[src/rtl/cal_pkg.sv]
package cal_pkg;

   typedef struct packed {
      logic [7:0] cent;
      logic [7:0] year;
      logic [7:0] month;
      logic [7:0] date;
      logic [7:0] wday;
      logic [7:0] hour;
      logic [7:0] min;
      logic [7:0] sec;
   } cal_time_t;

   localparam int unsigned FIELD_W  = 8;
   localparam int unsigned FIELD_N  = 8;
   localparam int unsigned ADDR_W   = $clog2(FIELD_N);

   function automatic logic [7:0] bcd_inc(input logic [7:0] v);
      if (v[3:0] == 4'd9)
         return (v[7:4] == 4'd9) ? 8'h00 : {v[7:4] + 4'd1, 4'd0};
      else
         return {v[7:4], v[3:0] + 4'd1};
   endfunction

   function automatic logic yr_div4(input logic [7:0] y);
      if (y[4] == 1'b0)
         return (y[3:0] == 4'd0) || (y[3:0] == 4'd4) || (y[3:0] == 4'd8);
      else
         return (y[3:0] == 4'd2) || (y[3:0] == 4'd6);
   endfunction

   function automatic logic [7:0] last_date(input logic [7:0] mo, input logic [7:0] y);
      case (mo)
         8'h02:                      return yr_div4(y) ? 8'h29 : 8'h28;
         8'h04, 8'h06, 8'h09, 8'h11: return 8'h30;
         default:                    return 8'h31;
      endcase
   endfunction

endpackage

[src/rtl/cal_prescaler.sv]
module cal_prescaler #(
   parameter int unsigned PRESCALE = 32768
) (
   input  logic clk,
   input  logic rst_n,
   input  logic osc_tick,
   input  logic clear,
   output logic sec_pulse
);
   localparam int unsigned CW = (PRESCALE > 1) ? $clog2(PRESCALE) : 1;

   generate
      if (PRESCALE < 1) begin : g_bad
         $error("PRESCALE must be at least 1");
      end

      if (PRESCALE == 1) begin : g_pass
         assign sec_pulse = osc_tick & ~clear;
      end else begin : g_count
         logic [CW-1:0] cnt_q;
         logic          at_end;

         assign at_end    = (cnt_q == CW'(PRESCALE - 1));
         assign sec_pulse = osc_tick & at_end & ~clear;

         always_ff @(posedge clk) begin
            if (!rst_n || clear)
               cnt_q <= '0;
            else if (osc_tick)
               cnt_q <= at_end ? '0 : cnt_q + CW'(1);
         end

         a_r7_cnt_bound: assert property (@(posedge clk) disable iff (!rst_n)
            cnt_q <= CW'(PRESCALE - 1));
      end
   endgenerate
endmodule

[src/rtl/cal_advance.sv]
module cal_advance
   import cal_pkg::*;
(
   input  cal_time_t cur,
   output cal_time_t nxt
);
   logic c_sec, c_min, c_hr, c_date, c_mon, c_yr;

   always_comb begin
      nxt    = cur;
      c_sec  = (cur.sec  == 8'h59);
      c_min  = (cur.min  == 8'h59);
      c_hr   = (cur.hour == 8'h23);
      c_date = (cur.date == last_date(cur.month, cur.year));
      c_mon  = (cur.month == 8'h12);
      c_yr   = (cur.year == 8'h99);

      nxt.sec = c_sec ? 8'h00 : bcd_inc(cur.sec);
      if (c_sec) begin
         nxt.min = c_min ? 8'h00 : bcd_inc(cur.min);
         if (c_min) begin
            nxt.hour = c_hr ? 8'h00 : bcd_inc(cur.hour);
            if (c_hr) begin
               nxt.wday = (cur.wday == 8'h07) ? 8'h01 : bcd_inc(cur.wday);
               nxt.date = c_date ? 8'h01 : bcd_inc(cur.date);
               if (c_date) begin
                  nxt.month = c_mon ? 8'h01 : bcd_inc(cur.month);
                  if (c_mon) begin
                     nxt.year = bcd_inc(cur.year);
                     if (c_yr)
                        nxt.cent = bcd_inc(cur.cent);
                  end
               end
            end
         end
      end
   end
endmodule

[src/rtl/cal_shadow.sv]
module cal_shadow
   import cal_pkg::*;
#(
   parameter cal_time_t RST_TIME = '0
) (
   input  logic              clk,
   input  logic              rst_n,
   input  logic              hold,
   input  logic              wr_en,
   input  logic [ADDR_W-1:0] addr,
   input  logic [FIELD_W-1:0] wdata,
   input  cal_time_t         work,
   output cal_time_t         vis,
   output logic              load,
   output logic [FIELD_W-1:0] rdata
);
   logic hold_q, dirty_q;
   logic [FIELD_N*FIELD_W-1:0] vis_flat;

   assign load     = hold_q & ~hold & dirty_q;
   assign vis_flat = vis;
   assign rdata    = vis_flat[addr*FIELD_W +: FIELD_W];

   always_ff @(posedge clk) begin
      if (!rst_n) begin
         vis     <= RST_TIME;
         hold_q  <= 1'b0;
         dirty_q <= 1'b0;
      end else begin
         hold_q <= hold;
         if (load)
            dirty_q <= 1'b0;
         else if (hold && wr_en)
            dirty_q <= 1'b1;

         if (load) begin
            vis <= vis;
         end else if (!hold) begin
            vis <= work;
         end else if (wr_en) begin
            case (addr)
               3'd0: vis.sec   <= wdata;
               3'd1: vis.min   <= wdata;
               3'd2: vis.hour  <= wdata;
               3'd3: vis.wday  <= wdata;
               3'd4: vis.date  <= wdata;
               3'd5: vis.month <= wdata;
               3'd6: vis.year  <= wdata;
               default: vis.cent <= wdata;
            endcase
         end
      end
   end

   // frozen copy moves only through host writes
   a_r8_frozen: assert property (@(posedge clk) disable iff (!rst_n)
      (hold && !wr_en) |=> (!hold || $stable(vis)));
endmodule

[src/rtl/bcd_calendar_clock.sv]
module bcd_calendar_clock
   import cal_pkg::*;
#(
   parameter int unsigned PRESCALE      = 32768,
   parameter logic [7:0]  RESET_CENTURY = 8'h20
) (
   input  logic       clk,
   input  logic       rst_n,
   input  logic       osc_tick,
   input  logic       hold,
   input  logic       wr_en,
   input  logic [2:0] addr,
   input  logic [7:0] wdata,
   output logic [7:0] rdata
);
   localparam cal_time_t RST_TIME = '{cent: RESET_CENTURY, year: 8'h00, month: 8'h01,
                                      date: 8'h01, wday: 8'h01, hour: 8'h00,
                                      min: 8'h00, sec: 8'h00};

   cal_time_t work_q, work_nxt, vis;
   logic      sec_pulse, load;

   cal_prescaler #(.PRESCALE(PRESCALE)) u_presc (
      .clk(clk), .rst_n(rst_n), .osc_tick(osc_tick), .clear(load), .sec_pulse(sec_pulse));

   cal_advance u_adv (.cur(work_q), .nxt(work_nxt));

   cal_shadow #(.RST_TIME(RST_TIME)) u_shadow (
      .clk(clk), .rst_n(rst_n), .hold(hold), .wr_en(wr_en), .addr(addr),
      .wdata(wdata), .work(work_q), .vis(vis), .load(load), .rdata(rdata));

   always_ff @(posedge clk) begin
      if (!rst_n)
         work_q <= RST_TIME;
      else if (load)
         work_q <= vis;
      else if (sec_pulse)
         work_q <= work_nxt;
   end

   // every second pulse changes the working copy
   a_r7_advance: assert property (@(posedge clk) disable iff (!rst_n)
      (sec_pulse && !load) |=> (work_q != $past(work_q)));

   // release after writes transfers the visible copy
   a_r9_transfer: assert property (@(posedge clk) disable iff (!rst_n)
      load |=> (work_q == $past(vis)));

   // seconds rollover clears seconds and moves minutes
   a_r2_sec_wrap: assert property (@(posedge clk) disable iff (!rst_n)
      (sec_pulse && !load && work_q.sec == 8'h59) |=>
         (work_q.sec == 8'h00 && work_q.min != $past(work_q.min)));

   // day-of-week stays in 1..7 while counting
   a_r5_wday_range: assert property (@(posedge clk) disable iff (!rst_n)
      (sec_pulse && !load && work_q.wday >= 8'h01 && work_q.wday <= 8'h07) |=>
         (work_q.wday >= 8'h01 && work_q.wday <= 8'h07));
endmodule

[config.mk]
export PLATFORM = sky130hd
export DESIGN_NAME = bcd_calendar_clock
export DESIGN_NICKNAME = d
export VERILOG_FILES = /design/src/rtl/cal_pkg.sv /design/src/rtl/cal_prescaler.sv /design/src/rtl/cal_advance.sv /design/src/rtl/cal_shadow.sv /design/src/rtl/bcd_calendar_clock.sv
export SDC_FILE = /design/constraint.sdc
export NUM_CORES = 1
export LEC_CHECK = 0
export BUFFER_PORTS_ARGS = -buffer_cell sky130_fd_sc_hd__buf_2
export CORE_UTILIZATION = 35
export CTS_CLUSTER_SIZE = 8
export DETAILED_ROUTE_END_ITERATION = 12
export GPL_TIMING_DRIVEN = 0
export PLACE_DENSITY_LB_ADDON = 0.25
export RECOVER_POWER = 50
export SYNTH_ARGS = -nofsm -noshare
export SYNTH_HDL_FRONTEND = slang
export SYNTH_SLANG_ARGS = --single-unit
[constraint.sdc]
create_clock -name clk -period 2.7 [get_ports clk]
set_input_delay 0.27 -clock clk [delete_from_list [all_inputs] [get_ports clk]]
set_output_delay 0.27 -clock clk [all_outputs]
set_load 0.005 [all_outputs]
==> metrics.txt, run 1 <==
share of cells above drive strength 1 0.143; Slew headroom 0.323; worst-margin pin slew 1.02 ns; hold path startpoint wr_en; drt first pass iters 5; CP top delay family compound AO/OA/AOI/OAI gates; Netlist cell types 77; CP arrival 3.02 ns; final clock skew 0.0105 ns; Core Util, Final 0.417; Filler Cell Count 2,394; Via Count 8,335; WHS Path Cells 3; CTS clk-pin slew, worst paths 0.06 ns; clock share of power 0.458; most numerous cell in the Yosys netlist dfxtp_1; maximum clock insertion buffer count 2; worst hold path type primary input to flop; TritonCTS buffer count 17; die height 156 um; clock sinks 145; Syn Nets 1,063; hpwl dp 21,600 um; Hold Vio Cnt, Final 0; Setup crit end kind flop; Internal 3.83 mW; worst vdd ir 0.450 mV; Post-synth EDFFs 0; Diodes inserted 0; DR vias/cell 5.94; DR WL/cell 21.9 um; Ports 24; Sw Ratio 0.281; ranking of synthesized cells by area dfxtp_1 (35%), a211oi_1 (7.1%), a21oi_1 (7.1%), nor2_1 (6.1%), mux4_2 (4.3%); TNS Setup 0 ns; ys async rst share 0; port bufs 23; vias in the first global route 7,530; R2R setup slack 0.0009 ns; first-pass GRT wire length 45,900 um; GPL Wtd Cong 0.920; Comb power frac 0.101; unrepaired setup endpoints after global routing true; grt ovf 0; CTS tree built; Peak Freq 0.370 GHz; Total GRT Usage 0.253; 1st-iter DRT viols 856; Synthesis Warnings 0; Endpoint, Worst Hold u_shadow.dirty_q; post-synth top area share 0.349; Worst Path Max Fanout 6; Post-Route WL 30,700 um; initial antenna violation count 0; type of the worst setup path flop to flop; Slew Limit Fails 0; placed insts 1,362; CP required 3.02 ns; setup ws final 0.000853 ns; largest net degree at the start of global routing 17; DRC errors left 0; Pleak 3.42 nW; CP bufs+invs 2; die area 0.0244 mm2; Reg-to-Reg End work_q[52]; Syn Inst Count 1,020; prevailing post-synth register cell dfxtp_1; Initial Util 0.355; part of the power in registers 0.440; total power 5.32 mW; status complete, no violations; Mapped Area 0.00832 mm2; Post-DRT Antenna Nets 0; Post-Layout Cell Count 1,404; clk_lat worst skew 0.44 ns; post-layout minimum cycle time 2.70 ns; PwrDens 546 mW/mm2; FP Rows 56; Area Growth Syn to Fin 17.3%; Die Width 156 um; worst path cell trace inv_1, nor4b_1, a21boi_0, o2111a_1, and2_4, buf_6, o21ai_2, a32o_1; final setup vio count 0; Mean Syn Cell Area 8.15 um2; register area share after synthesis 0.349; core area 0.0234 mm2; critical path launch point type flop; max-cap check violation count 0; Sw Pwr 1.50 mW; FF+latch count, synth 145; Worst path max stage delay 0.66 ns; R2R cell count 8; slowest CP cell nor4b_1; pre-CTS setup slack -0.521 ns; CTS Hold Buffers Added 0; Clock H-tree levels 4; Nets 1,115; root buffer cell clkbuf_16; fin crit share 1.00; reg-to-reg critical path startpoint work_q[37]; top post-synthesis cells by count dfxtp_1 (145), nor2_1 (136), a21oi_1 (118); post-synth top area cell dfxtp_1
[sequential cells by signal (all words and copies together), names as in the netlist]
signal / flops
u_presc.g_count.cnt_q: 15
u_shadow.dirty_q: 1
u_shadow.hold_q: 1
u_shadow.vis: 64
work_q: 64
[logic make-up after synthesis]
group	count (synthesis)	share of synthesized area
DFF	145	0.349
buffers and inverters	108	0.0516
AOI/OAI and AO/OA	337	0.270
and+or+nand+nor	345	0.197
xor gates and xnor gates	23	0.0242
muxes	35	0.0676
adders and majority gates	27	0.0406
[layout make-up]
class	instances	area, um2	area share
multi-input combinational	767	5180	0.531
sequential	145	2910	0.299
clock buffer	19	443	0.0454
tap	319	399	0.0409
buffer	73	338	0.0346
timing repair buffer	33	199	0.0204
clock inverter	13	154	0.0158
inverter	35	131	0.0135
[cell usage in the layout (no fill, tap or decap), drive strengths merged, types with 6 or more instances in the layout]
cell / Yosys / final
o21ai: 46 / 46
ha: 27 / 27
xnor2: 8 / 8
nand2b: 9 / 9
buf: 27 / 51
inv: 35 / 38
mux2: 9 / 9
dfxtp: 145 / 145
or3: 7 / 7
o211ai: 9 / 9
nor3: 12 / 12
nand2: 84 / 84
nand4: 11 / 11
o31ai: 11 / 11
clkinv: 0 / 6
nand3b: 11 / 11
clkbuf: 46 / 74
a22oi: 11 / 11
mux2i: 10 / 10
and3: 7 / 7
nor3b: 6 / 6
and2: 13 / 13
xor2: 15 / 15
nor2: 136 / 136
mux4: 16 / 16
a211oi: 79 / 79
a21oi: 118 / 118
nand3: 27 / 27
[how the worst max path moves through the flow]
stage,startpoint,end,depth (start not counted)
2_1_floorplan,work_q[0],work_q[61],9
6_report,work_q[37],work_q[52],8
4_1_cts,u_shadow.dirty_q,u_shadow.vis[32],8
3_5_place_dp,work_q[0],work_q[42],8
3_3_place_gp,hold,work_q[1],9
5_1_grt,work_q[44],work_q[49],11
[metal layers]
| metal | track usage | vias to the layer above | wire length [um] |
|---|---|---|---|
| li1 | - | 3865 | - |
| met1 | 0.330 | 3991 | 13100 |
| met2 | 0.394 | 394 | 13800 |
| met3 | 0.0517 | 85 | 2560 |
| met4 | 0.132 | 0 | 1320 |
| met5 | 0 | - | 0 |
[through the flow]
step           hold slack [ns]  cell area, um2
6_report                 0.152            9750
5_1_grt                  0.182            9750
4_1_cts                  0.139            9600
3_5_place_dp             0.468            8830
3_3_place_gp             0.465            8830
2_1_floorplan            0.435            8320
[worst register-to-register path, delay by kind of cell (launching register included)]
kind / cells / cell delay (ns)
and+or+nand+nor: 2 / 0.83
DFF: 1 / 0.42
buffers and inverters: 2 / 0.24
AOI/OAI and AO/OA: 4 / 1.11
[power by group through the flow]
stage / clock network, mW / registers, mW / logic, mW
3_5_place_dp: 0 / 2.38 / 0.515
3_3_place_gp: 0 / 2.38 / 0.513
2_1_floorplan: 0 / 2.33 / 0.343
6_report: 2.44 / 2.35 / 0.540
5_1_grt: 2.53 / 2.35 / 0.578
4_1_cts: 2.44 / 2.34 / 0.519
[what timing repair did]
action | CTS | global route
gates cloned | 1 | 0
endpoints found under the setup margin | 58 | 99
buffers inserted | 5 | 4
pin swaps | 3 | 7
resized for setup | 27 | 48
Note: power is estimated with default switching activity, not from simulation.
==> run 2, diff against run 1 <==
--- a/config.mk
+++ b/config.mk
@@ -12,6 +12,8 @@
 export GPL_TIMING_DRIVEN = 0
 export PLACE_DENSITY_LB_ADDON = 0.25
 export RECOVER_POWER = 50
+export SETUP_SLACK_MARGIN = 0.15
 export SYNTH_ARGS = -nofsm -noshare
 export SYNTH_HDL_FRONTEND = slang
+export SYNTH_HIERARCHICAL = 1
 export SYNTH_SLANG_ARGS = --single-unit
==> metrics.txt, run 2 <==
worst path cell trace inv_4, ha_4, and3b_1, buf_6, and4_4, and2_4, buf_8, nand2b_4, buf_12, nor3_4, mux2_4, mux2_4, o211a_1; hold path startpoint wr_en; WHS Path Cells 3; FF+latch count, synth 145; Peak Freq 0.372 GHz; vias in the first global route 8,363; setup ws final 0.0133 ns; GRT met3 Usage 0.0366; Netlist cell types 72; Core Util, Final 0.434; prevailing post-synth register cell dfxtp_1; placed cell area 0.0109 mm2; Clock H-tree levels 4; Synth Area in Simple Gates 0.222; Nets 1,196; Synthesis Warnings 6; clock sinks 145; Area Growth Syn to Fin 21.8%; Synth Area in Compound Gates 0.146; R2R cell count 13; ys async rst share 0; Post-DRT Antenna Nets 0; DRC errors left 0; most used routing layer in global routing met2; status complete, no violations; clk_lat worst skew 0.44 ns; die area 0.0300 mm2; GPL Wtd Cong 0.865; DR vias/cell 5.60; worst-margin pin slew 1.14 ns; Post-Route WL 34,000 um; total power 5.61 mW; Ports 24; core area 0.0288 mm2; Post-synth EDFFs 0; Via Count 8,751; share of cells above drive strength 1 0.297; grt ovf 0; TNS Setup 0 ns; PwrDens 449 mW/mm2; met1 usage 0.300; Reg-to-Reg End work_q[45]; final setup vio count 0; drt first pass iters 5; top post-synthesis cells by count dfxtp_1 (145), nand2_1 (145), mux2i_1 (64); first-pass GRT wire length 51,400 um; critical path launch point type flop; register area share after synthesis 0.283; fin crit share 0.995; hpwl dp 23,400 um; Setup crit end kind flop; 1st-iter DRT viols 702; XOR/XNOR Fraction of Synth Area 0.0307; post-synth top area share 0.283; mux share of post-synthesis cell area 0.251; port bufs 23; Diodes inserted 0; Total GRT Usage 0.226; largest family of logic cells by synthesized area multiplexers; post-synthesis adder-cell area fraction 0.0134; root buffer cell clkbuf_16; CP required 3.02 ns; die height 173 um; CP most frequent cell mux2_4; Finished Cell Area 0.0125 mm2; CTS clk-pin slew, worst paths 0.06 ns; Mapped Area 0.0103 mm2; largest net degree at the start of global routing 17; CTS Hold Buffers Added 0; Slew Limit Fails 0; Regs by FF count u_shadow/vis (64), work_q (64), u_presc/g_count.cnt_q (15); CP arrival 3.00 ns; Filler Cell Count 2,773; Worst path max stage delay 0.35 ns; Initial Util 0.357; CP top delay family simple AND/OR/NAND/NOR gates; met2 global-route usage 0.364; Hold Vio Cnt, Final 0; worst vdd ir 0.408 mV; reg-to-reg critical path startpoint work_q[9]; final clock skew 0.00708 ns; most common cell after layout, fill and taps aside nand2_1; FP Rows 62; CP startpoint work_q[9]; R2R setup slack 0.01 ns; Endpoint, Worst Hold u_shadow/dirty_q; initial antenna violation count 0; Syn Nets 1,108; Worst Path Max Fanout 6; maximum clock insertion buffer count 2; Pleak 5.60 nW; CP bufs+invs 4; pre-CTS setup slack -0.548 ns; max-cap check violation count 0; post-layout minimum cycle time 2.69 ns; type of the worst setup path flop to flop; worst hold path type primary input to flop; Slew headroom 0.238; Die Width 173 um; Mean Syn Cell Area 9.49 um2; TritonCTS buffer count 17; Syn Inst Count 1,081; slowest CP cell dfxtp_4; most frequent cells in the layout nand2_1 (143), dfxtp_1 (120), mux2i_1 (64); DR WL/cell 21.7 um; unrepaired setup endpoints after global routing true; CTS tree built; ranking of synthesized cells by area dfxtp_1 (28%), mux2_4 (8.2%), mux2i_1 (6.2%), o211a_1 (5.9%), nand2_1 (5.3%); post-synth top area cell dfxtp_1
[run 2: cell types whose count changed after synthesis, moves of 25 or more]
cell	previous run	this run
nand2_1	83	145
mux2i_1	10	64
o211a_1	2	61
mux2_1	0	37
nand2b_1	9	61
o21ai_0	38	10
nor2_1	136	32
nor2b_1	2	27
a211oi_1	79	11
a21oi_1	118	10
buf_2	7	32
mux2_4	0	56
[run 2: final cells by class]
type                            count  area [um2]  share of cell area
Sequential cell                   145        2950               0.236
Multi-Input combinational cell    840        7200               0.576
Clock buffer                       22         494              0.0395
Timing Repair Buffer               69         551              0.0440
Inverter                           18        70.1             0.00560
Clock inverter                      8         151              0.0121
Buffer                             78         601              0.0480
Tap cell                          384         480              0.0384
[run 2: power breakdown]
part	internal, mW	switching [mW]
combinational	0.303	0.366
clock	1.66	0.970
sequential	2.21	0.102
[run 2: through the flow]
stage                     hold WS, ns  cells
after global routing            0.116   1564
after floorplan                 0.418   1081
final                           0.102   1564
after global placement          0.457   1488
after detailed placement        0.460   1488
after CTS                      0.0860   1550
[run 2: cells by family after synthesis]
group                      count (synthesis)
and+or+nand+nor                          415
adders and majority gates                 11
buffers and inverters                     96
muxes                                    201
DFF                                      145
AOI/OAI and AO/OA                        177
xor gates and xnor gates                  36
[run 2: repair_timing]
item,in CTS,in global routing
pin swaps,13,19
buffers inserted,31,12
gates resized for setup,76,74
gates cloned,1,2
endpoints found under the setup margin,61,62
[run 2: metal layers]
layer / wire [um] / up-vias / share of wire
met2: 15600 / 262 / 0.46
met3: 1670 / 74 / 0.049
li1: - / 4107 / -
met4: 1380 / 0 / 0.040
met5: 0 / - / 0
met1: 15400 / 4308 / 0.45
[run 2: worst register-to-register path, delay by kind of cell (launching register included)]
kind | cells | cell delay (ns)
AO/OA/AOI/OAI | 1 | 0.22
adder cells (fa/ha/maj) | 1 | 0.11
buffers and inverters | 4 | 0.44
multiplexers | 2 | 0.58
AND/OR/NAND/NOR | 5 | 0.88
flip-flops | 1 | 0.35
[run 2: how the worst max path moves through the flow]
| stage | end | slack [ns] | depth (start not counted) |
|---|---|---|---|
| final | work_q[45] | 0.01 | 13 |
| after global routing | work_q[55] | -0.02 | 13 |
| after CTS | work_q[51] | 0.04 | 11 |
| after detailed placement | work_q[46] | -0.55 | 10 |
| after global placement | work_q[46] | -0.56 | 10 |
| after floorplan | work_q[45] | 0.16 | 13 |
